### src/rtl/rxq_fifo.sv
module rxq_fifo #(
  parameter int DEPTH = 16,
  parameter int DW    = 8
) (
  input  logic          clk,
  input  logic          rst_n,
  input  logic          flush,
  input  logic          wr_valid,
  input  logic [DW-1:0] wr_data,
  input  logic          rd_pop,
  output logic [DW-1:0] rd_data,
  input  logic [1:0]    avail_lvl,
  input  logic [1:0]    rts_lvl,
  input  logic          rts_low_active,
  input  logic          ovf_clr,
  output logic          empty,
  output logic          full,
  output logic          data_avail,
  output logic          overflow,
  output logic          rts_o
);
  localparam int AW = $clog2(DEPTH);
  localparam int CW = AW + 1;

  logic [DW-1:0] mem [DEPTH];
  logic [AW-1:0] wp, rp;
  logic [CW-1:0] cnt;
  logic          push, pop, rts_act;

  function automatic logic [CW-1:0] lvl(input logic [1:0] code);
    case (code)
      2'd0:    lvl = CW'(1);
      2'd1:    lvl = CW'(4);
      2'd2:    lvl = CW'(8);
      default: lvl = CW'(14);
    endcase
  endfunction

  function automatic logic [AW-1:0] nxt(input logic [AW-1:0] p);
    nxt = (p == AW'(DEPTH - 1)) ? '0 : p + 1'b1;
  endfunction

  assign empty      = (cnt == '0);
  assign full       = (cnt == CW'(DEPTH));
  assign push       = wr_valid & ~full & ~flush;
  assign pop        = rd_pop & ~empty & ~flush;
  assign data_avail = (cnt >= lvl(avail_lvl));
  assign rts_act    = (cnt < lvl(rts_lvl));
  assign rts_o      = rts_act ^ rts_low_active;

  always_ff @(posedge clk) begin
    if (push) mem[wp] <= wr_data;
  end

  always_ff @(posedge clk or negedge rst_n) begin
    if (!rst_n) begin
      wp      <= '0;
      rp      <= '0;
      cnt     <= '0;
      rd_data <= '0;
    end else if (flush) begin
      wp  <= '0;
      rp  <= '0;
      cnt <= '0;
    end else begin
      if (push) wp <= nxt(wp);
      if (pop) begin
        rp      <= nxt(rp);
        rd_data <= mem[rp];
      end
      if (push && !pop)      cnt <= cnt + 1'b1;
      else if (pop && !push) cnt <= cnt - 1'b1;
    end
  end

  always_ff @(posedge clk or negedge rst_n) begin
    if (!rst_n)                 overflow <= 1'b0;
    else if (wr_valid && full)  overflow <= 1'b1;
    else if (ovf_clr)           overflow <= 1'b0;
  end
endmodule


### config.mk
export PLATFORM = sky130hd
export DESIGN_NAME = rxq_fifo
export DESIGN_NICKNAME = d
export VERILOG_FILES = /design/src/rtl/rxq_fifo.sv
export SDC_FILE = /design/constraint.sdc
export NUM_CORES = 1
export LEC_CHECK = 0
export ABC_AREA = 0
export BUFFER_PORTS_ARGS = -buffer_cell sky130_fd_sc_hd__buf_2
export CORE_ASPECT_RATIO = 0.5
export CORE_MARGIN = 3
export CORE_UTILIZATION = 65
export CTS_CLUSTER_DIAMETER = 40
export DETAILED_ROUTE_END_ITERATION = 12
export GPL_TIMING_DRIVEN = 0
export MAX_ROUTING_LAYER = met4
export PLACE_DENSITY = 0.88
export SETUP_SLACK_MARGIN = 0.4
export SLEW_MARGIN = 20
export SYNTH_ARGS = -nofsm -noshare
export SYNTH_HDL_FRONTEND = slang
export SYNTH_SLANG_ARGS = --single-unit
### constraint.sdc
create_clock -name clk -period 5.4 [get_ports clk]
set_input_delay 1.08 -clock clk [delete_from_list [all_inputs] [get_ports clk]]
set_output_delay 1.08 -clock clk [all_outputs]
set_load 0.1 [all_outputs]
==> impl_metrics.json, run 1 <==
{
  "status": "finished, final reports clean",
  "layout-drive-gt1-share_pct": 29.63,
  "syn_inst": 367,
  "io_pins": 32,
  "drv_slew": 0,
  "dpl.cell_count": 535,
  "wl_met2_mm": 7.382,
  "max_freq_mhz": 263.9,
  "dp_hpwl_mm": 9.227,
  "cellPowerDensity_nw_per_um2": 483.1,
  "antennaDiodeCount": 0,
  "crit_path_max_fanout": 3,
  "numCtsBuffers": 17,
  "syn_to_final_growth_pct": 14.69,
  "dr_total_vias": 3955,
  "cts-hold-fix-buffers": 0,
  "hp-class": "register to register",
  "die_w_um": 147.2,
  "max-clock-path-buffers": 2,
  "startpoint_type": "primary input",
  "synth.avg_cell_area_sq_um": 17.66,
  "floorplan.initialDensity_pct": 67.71,
  "clk_latency_ns": 0.43,
  "cts_tree": "done",
  "finalSetupViolCount": 0,
  "syn-num-nets": 403,
  "ys_ff_latch": 150,
  "arrival_ns": 2.71,
  "wl_met3_mm": 1.609,
  "relSlewSlack_pct": 39.22,
  "max-vdd-ir-drop_uv": 300.4,
  "finalCritPeriodShare_pct": 70.17,
  "synth_area_leader_cell": "edfxtp_1",
  "rsz0062_at_grt": "no",
  "layout.cells.non_filler": 567,
  "seq_area_frac_synth_pct": 67.80,
  "yosysTopAreaCellShare_pct": 59.31,
  "drt_wl_total_mm": 15.31,
  "end_kind": "output port",
  "synth_common_cells": "128 x edfxtp_1, 32 x mux4_2, 22 x dfrtp_1",
  "skew_ns": 0.009847,
  "setup_tns_ns": 0,
  "antenna_found_initial": 0,
  "path_clk_slew_ns": 0.06,
  "grt_util_all_layers_pct": 29.81,
  "synth_edf_count": 128,
  "syn-cell-area_sq_um": 6481,
  "die_y_um": 76.61,
  "worstPathRequired_ns": 4.32,
  "die_area_sq_um": 11280,
  "power.leakage_uw": 0.002603,
  "crit_type": "primary input to output port",
  "rows": 25,
  "routed.top_layer": "met4",
  "ys_types": 51,
  "wl_per_cell_um": 27.01,
  "async_flop_share_pct": 14.67,
  "drt_first_pass_iters": 6,
  "yosysMostFrequentCell": "edfxtp_1",
  "grt_pass1_vias": 3930,
  "synth_ff_type": "edfxtp_1",
  "final-hold-violation-count": 0,
  "fin_crit_ns": 3.789,
  "routed_via_density": 6.975,
  "drc_errors": 0,
  "gp_congestion": 0.8745,
  "grt_max_degree": 23,
  "yosys-top-cells-area": "edfxtp_1 59%, mux4_2 11%, dfrtp_1 8.5%",
  "grt_pass1_wl_mm": 23.34,
  "wirelength_met1_mm": 5.700,
  "drv_cap": 0,
  "ant_nets": 0,
  "drt_iter0_drc": 545,
  "port_buffers": 29,
  "core_sq_um": 9572,
  "nets": 455,
  "cts_setup_buffers": 0,
  "htreeDepth": 4,
  "synth_warnings": 0,
  "cts-resized-gates": 0,
  "worst_slew_pin_slew_ns": 0.9083,
  "grt-ovfl-total": 0,
  "cts-root-buf": "clkbuf_16",
  "cts.sinks": 150
}
[worst paths after layout]
kind                       slack, ns         end       start  depth (start not counted)
hold / removal                  0.50  rd_data[2]  rd_data[2]                          2
min in group asynchronous       0.66      cnt[3]       rst_n                          1
setup / recovery                1.61       rts_o  rts_lvl[1]                          8
hold reg to reg                 0.50  rd_data[2]  rd_data[2]                          2
setup reg to reg                2.12      cnt[4]      cnt[1]                         10
max in group asynchronous       4.34  rd_data[7]       rst_n                          1
[report_power, final]
group / switching (uW) / total [uW] / internal (uW) / leakage [uW]
Combinational: 713 / 1030 / 316 / 0.000871
Sequential: 58.6 / 1380 / 1320 / 0.00144
Clock: 494 / 1180 / 690 / 0.000292
Total: 1270 / 3590 / 2330 / 0.00260
[stage by stage]
stage / hold WS (ns) / power, uW / util [%] / worst slack (ns) / cell area (sq um)
6_report: 0.5042 / 3591 / 77.66 / 1.611 / 7433
5_1_grt: 0.5246 / 3697 / 77.66 / 1.548 / 7433
4_1_cts: 0.4984 / 3590 / 77.66 / 1.599 / 7433
3_5_place_dp: 0.4795 / 2397 / 71.46 / 1.592 / 6840
3_3_place_gp: 0.4757 / 2354 / 70.99 / 1.662 / 6795
2_1_floorplan: 0.5374 / 2192 / - / 1.252 / 6481
[layout make-up]
| type | instances | area [sq um] |
|---|---|---|
| clock inverters | 15 | 167.7 |
| fillers | 479 | 2138 |
| repair buffers | 33 | 165.2 |
| clock buffers | 17 | 425.4 |
| inverters | 14 | 52.55 |
| multi-input cells | 184 | 1936 |
| flip-flops and latches | 150 | 4394 |
| plain buffers | 19 | 123.9 |
| well taps | 135 | 168.9 |
[routing by layer]
metal	global-route usage (%)	vias up
li1	-	1572
met1	38.69	1984
met2	46.33	335
met3	6.298	64
met4	13.75	0
met5	-	-
[placed cells by master (no fill, tap or decap), drive strengths merged, types with 3 or more instances in the layout]
cell type,Yosys,layout
clkinv,0,8
a31oi,3,3
edfxtp,128,128
mux4,32,32
o221ai,8,8
buf,11,44
mux2i,18,18
and2,8,8
ha,16,16
nor4,6,6
mux2,4,4
or4,5,5
nand2,21,21
inv,14,19
nand3,4,4
a21o,3,3
clkbuf,8,25
dfrtp,22,22
o211ai,3,3
nor2,13,13
o21ai,7,7
a21oi,8,8
[state kept, by name, indices dropped and copies added, names as in the netlist]
name	count
cnt	5
wp	4
mem	128
overflow	1
rp	4
rd_data	8
[logic make-up after synthesis]
logic type	Yosys count	share of synthesized area, %
muxes	54	14.83
and+or+nand+nor	68	5.715
adders and majority gates	17	3.398
AOI/OAI and AO/OA	42	5.135
DFF	150	67.80
xor gates and xnor gates	3	0.4055
buffers and inverters	33	2.722
[critical path, stage by stage]
cell,delay [ns]
buf_2,0.10
inv_1,0.04
ha_1,0.30
or4_1,0.52
nand2_1,0.09
a31oi_1,0.04
o211ai_1,0.09
buf_2,0.45
(Power assumes the default switching activity.)
==> run 2, diff against run 1 <==
ABC_AREA = 1   (was 0)
CORE_UTILIZATION = 55   (was 65)
PLACE_DENSITY = 0.79   (was 0.88)
clock period = 3.2 ns   (was 5.4 ns; I/O delays follow)
==> impl_metrics.json, run 2 <==
{
  "cellPowerDensity_nw_per_um2": 814.3,
  "reg2reg_to": "mem[12][7]",
  "drv_cap": 0,
  "nets": 742,
  "drt_wl_total_mm": 16.02,
  "synth_mux_area_share_pct": 0,
  "path_cells": "ha_1, a21o_1, a211oi_2, nand3b_1, nand2_1, buf_8",
  "max_freq_mhz": 371.4,
  "final_common_cell": "nand2_1",
  "crit_path_max_fanout": 6,
  "port_buffers": 31,
  "max-clock-path-buffers": 2,
  "synth_simple_gate_area_share_pct": 23.15,
  "finalInstanceArea_sq_um": 7711,
  "end_kind": "output port",
  "synth_compound_area_share_pct": 3.035,
  "synth_common_cells": "251 x nand2_1, 128 x edfxtp_1, 69 x nand3_1",
  "synth_area_leader_cell": "edfxtp_1",
  "core_sq_um": 11490,
  "ys_types": 32,
  "cts-hold-fix-buffers": 0,
  "synth_warnings": 0,
  "grt_pass1_wl_mm": 25.07,
  "finalCritPeriodShare_pct": 84.13,
  "gp_congestion": 0.9071,
  "cts.sinks": 150,
  "cts_tree": "done",
  "path_clk_slew_ns": 0.06,
  "seq_area_frac_synth_pct": 65.00,
  "ant_nets": 0,
  "skew_ns": 0.007328,
  "syn-cell-area_sq_um": 6760,
  "final-hold-violation-count": 0,
  "placed_cell_area_sq_um": 7114,
  "dp_hpwl_mm": 10.70,
  "drv_slew": 0,
  "dr_total_vias": 4828,
  "final_cell_mix": "251 x nand2_1, 128 x edfxtp_1, 69 x nand3_1, 53 x nor2_1, 34 x buf_2",
  "relSlewSlack_pct": 40.66,
  "dpl.cell_count": 846,
  "rows": 27,
  "grt_util_all_layers_pct": 25.55,
  "max-vdd-ir-drop_uv": 741.8,
  "yosysMostFrequentCell": "nand2_1",
  "finalSetupViolCount": 0,
  "pre_cts_ws_ns": 0.4402,
  "drt_iter0_drc": 479,
  "die_w_um": 162.8,
  "syn_inst": 656,
  "reg_top3": "mem (128), rd_data (8), cnt (5)",
  "multiInputGateArea_sq_um": 2031,
  "syn_to_final_growth_pct": 14.07,
  "power.leakage_uw": 0.003218,
  "numCtsBuffers": 17,
  "synth-xor-area-share_pct": 0.5182,
  "antenna_found_initial": 0,
  "routed_via_density": 5.499,
  "drt_first_pass_iters": 8,
  "floorplan.initialDensity_pct": 58.86,
  "slowest_stage": "dfrtp_1",
  "clk_latency_ns": 0.43,
  "ys_ff_latch": 150,
  "rsz0062_at_grt": "no",
  "top_register": "mem",
  "htreeDepth": 4,
  "startpoint_type": "register",
  "io_pins": 32,
  "yosysTopAreaCellShare_pct": 56.86,
  "n_fill_cell": 831,
  "die_area_sq_um": 13740,
  "r2r_slack_ns": 0.86,
  "grt_max_degree": 23,
  "antennaDiodeCount": 0,
  "cp_num_buf_inv": 1,
  "worstReg2RegStart": "cnt[1]",
  "hp-class": "primary input to asynchronous set/reset pin",
  "worstPathRequired_ns": 2.56,
  "fin_ws_ns": 0.5078,
  "largest_reg_flops": 128,
  "status": "finished, final reports clean",
  "wl_per_cell_um": 18.24,
  "setup_tns_ns": 0,
  "crit_cells": 6,
  "arrival_ns": 2.05,
  "synth_top_family_by_area": "simple AND/OR/NAND/NOR gates",
  "drc_errors": 0,
  "async_flop_share_pct": 14.67,
  "cp_top_family": "flip-flops",
  "syn-num-nets": 692,
  "synth_ff_type": "edfxtp_1",
  "seqCellArea_sq_um": 4394,
  "cts-root-buf": "clkbuf_16",
  "critPathMaxStageDelay_ns": 0.47,
  "synth_edf_count": 128,
  "worst_slew_pin_slew_ns": 0.8869,
  "startpoint": "cnt[2]",
  "layout.cells.non_filler": 878,
  "layout-drive-gt1-share_pct": 12.66,
  "yosys-top-cells-area": "edfxtp_1 57%, nand2_1 14%, dfrtp_1 8.1%",
  "crit_type": "register to output port",
  "fin_crit_ns": 2.692,
  "grt-ovfl-total": 0,
  "grt_pass1_vias": 4824,
  "synthAdderAreaFrac_pct": 3.257,
  "synth.avg_cell_area_sq_um": 10.31,
  "die_y_um": 84.40,
  "holdWs_ns": 0.1847,
  "reg2reg_depth": 6
}
-- run 2: through the flow --
| step | utilization, % | total power, uW |
|---|---|---|
| detailed placement | 61.94 | 4313 |
| global route | 67.14 | 6572 |
| global placement | 61.94 | 4273 |
| finish | 67.14 | 6280 |
| CTS | 67.03 | 6254 |
| floorplan | - | 3843 |
-- run 2: worst max path at each step --
stage / to
global placement: rts_o
finish: rts_o
global route: rts_o
detailed placement: rts_o
floorplan: rts_o
CTS: rts_o
-- run 2: cells by family (layout without fill, tap and decap cells) --
kind of cell | count (synthesis) | count (layout)
AO/OA/AOI/OAI | 36 | 36
XOR/XNOR | 4 | 4
flip-flops | 150 | 150
buffers and inverters | 66 | 129
adder cells (fa/ha/maj) | 17 | 17
AND/OR/NAND/NOR | 383 | 383
-- run 2: what timing repair did --
action | 4_1_cts | 5_1_grt
endpoints found under the hold margin | 0 | 0
setup buffers | 0 | 0
setup endpoints to repair | 2 | 1
gates resized for setup | 2 | 3
-- run 2: metal layers --
| metal | share of wire (%) | vias to the layer above | track usage (%) | wire (um) |
|---|---|---|---|---|
| met5 | 0 | - | - | 0 |
| met4 | 2.4 | 0 | 10.74 | 388 |
| met3 | 9.9 | 40 | 6.259 | 1580 |
| met2 | 47 | 249 | 39.90 | 7520 |
| met1 | 41 | 2255 | 32.27 | 6527 |
| li1 | - | 2284 | - | - |
-- run 2: layout make-up --
cell class                 count  share of cell area (%)
clock inverter                14                   1.947
timing repair buffer          31                   2.174
tap                          159                   2.580
clock buffer                  18                   5.565
inverter                      40                   1.947
sequential                   150                   56.99
buffer                        26                   2.466
multi-input combinational    440                   26.33
-- run 2: where the power goes --
part / switching, uW / internal, uW / leakage [uW]
logic: 1470 / 526 / 0.00151
registers: 91.3 / 2230 / 0.00144
clock network: 809 / 1150 / 0.000269
==> run 3, diff against run 2 <==
CORE_UTILIZATION = 61   (was 55)
PLACE_DENSITY = 0.83   (was 0.79)
clock period = 2.5 ns   (was 3.2 ns; I/O delays follow)
==> impl_metrics.json, run 3 (synthesis gave the netlist of run 2 again) <==
{
  "status": "finished, final reports clean",
  "rsz0062_at_grt": "yes",
  "finalInstanceArea_sq_um": 8289,
  "layout-drive-gt1-share_pct": 20.75,
  "hp-class": "primary input to asynchronous set/reset pin",
  "cts_tree": "done",
  "n_fill_cell": 587,
  "cts-root-buf": "clkbuf_16",
  "drt_first_pass_iters": 6,
  "max-clock-path-buffers": 2,
  "fin_crit_ns": 2.489,
  "ant_nets": 0,
  "routed_via_density": 5.947,
  "drv_cap": 0,
  "grt_pass1_vias": 4943,
  "fin_ws_ns": 0.01147,
  "crit_type": "register to output port",
  "final_common_cell": "nand2_1",
  "startpoint_type": "register",
  "gp_congestion": 0.9074,
  "numCtsBuffers": 17,
  "io_pins": 32,
  "end_kind": "output port",
  "drt_iter0_drc": 656,
  "max_freq_mhz": 401.8,
  "skew_ns": 0.009207,
  "wirelength_met1_mm": 7.222,
  "arrival_ns": 1.99,
  "relSlewSlack_pct": 59.30,
  "drc_errors": 0,
  "reg2reg_depth": 14,
  "path_clk_slew_ns": 0.06,
  "finalSetupViolCount": 0,
  "grt-ovfl-total": 0,
  "die_w_um": 154.9,
  "die_y_um": 80.44,
  "largest_reg_flops": 128,
  "wl_met2_mm": 8.984,
  "grt_util_all_layers_pct": 30.66,
  "final-hold-violation-count": 0,
  "grt_pass1_wl_mm": 26.90,
  "reg_top3": "mem (128), rd_data (8), cnt (5)",
  "die_area_sq_um": 12460,
  "cts.sinks": 150,
  "top_register": "mem",
  "routed.top_layer": "met4",
  "antenna_found_initial": 0,
  "rows": 26,
  "placed_cell_area_sq_um": 7096,
  "core_sq_um": 10510,
  "dp_hpwl_mm": 11.10,
  "dr_total_vias": 5245,
  "cellPowerDensity_nw_per_um2": 1055,
  "clk_latency_ns": 0.43,
  "holdWs_ns": 0.05355,
  "power.leakage_uw": 0.003385,
  "nets": 765,
  "slowest_stage": "dfrtp_2",
  "drv_slew": 0,
  "crit_path_max_fanout": 2,
  "syn_to_final_growth_pct": 22.62,
  "antennaDiodeCount": 0,
  "port_buffers": 31,
  "final_cell_mix": "247 x nand2_1, 128 x edfxtp_1, 68 x nand3_1, 36 x nor2_1, 32 x buf_2",
  "finalCritPeriodShare_pct": 99.54,
  "worstPathRequired_ns": 2.00,
  "floorplan.initialDensity_pct": 64.34,
  "critPathMaxStageDelay_ns": 0.43,
  "htreeDepth": 4,
  "wl_met3_mm": 1.942,
  "drt_wl_total_mm": 18.67,
  "wl_per_cell_um": 21.16,
  "setup_tns_ns": 0,
  "path_cells": "ha_4, a21o_1, a211oi_2, nand3b_1, nand2_2, buf_12",
  "max-vdd-ir-drop_uv": 1127,
  "worst_slew_pin_slew_ns": 0.6106,
  "cts-hold-fix-buffers": 0,
  "grt_max_degree": 23,
  "pre_cts_ws_ns": 0.01800
}
## run 3: power by group
group / switching (uW) / internal (uW) / leakage [uW]
clock network: 1060 / 1580 / 0.000283
registers: 109 / 2860 / 0.00143
logic: 2180 / 955 / 0.00167
## run 3: timing repair
action / CTS / global route
setup endpoints to repair: 134 / 127
setup buffers: 10 / 13
gates resized for setup: 54 / 25
pin swaps: 14 / 20
## run 3: through the flow
| step | utilization (%) | total power (uW) | cells |
|---|---|---|---|
| after floorplan | - | 4929 | 656 |
| after global placement | 67.53 | 5455 | 827 |
| after detailed placement | 67.53 | 5540 | 827 |
| after CTS | 75.86 | 8435 | 869 |
| after global routing | 78.89 | 9011 | 882 |
| final | 78.89 | 8744 | 882 |
## run 3: critical path, delay by kind of cell (launching register included)
kind                       cells  cell delay, ns
DFF                            1            0.43
adders and majority gates      1            0.22
AOI/OAI and AO/OA              2            0.42
buffers and inverters          1            0.17
and+or+nand+nor                2            0.31
## run 3: area by class of cell
class                           instances  area (sq um)  share of cell area (%)
Timing Repair Buffer                   54         495.5                   5.977
Clock buffer                           18         429.2                   5.177
Sequential cell                       150          4399                   53.07
Buffer                                 26         190.2                   2.294
Multi-Input combinational cell        440          2270                   27.38
Inverter                               40         152.6                   1.842
Clock inverter                         14         177.7                   2.143
Tap cell                              140         175.2                   2.113
## run 3: path summary, 6_finish.rpt
path,start,endpoint,slack [ns]
hold / removal,rst_n,rp[2],0.05
max in group asynchronous,rst_n,cnt[2],2.05
setup / recovery,cnt[2],rts_o,0.01
min in group clk,ovf_clr,overflow,0.26
setup reg to reg,cnt[1],cnt[3],0.25
hold reg to reg,rd_data[6],rd_data[6],0.47
## run 3: routing by layer
layer  track usage (%)  vias to the layer above
met2             49.57                      358
met4             10.40                        0
met1             38.79                     2494
li1                  -                     2340
met5                 -                        -
met3             7.481                       53
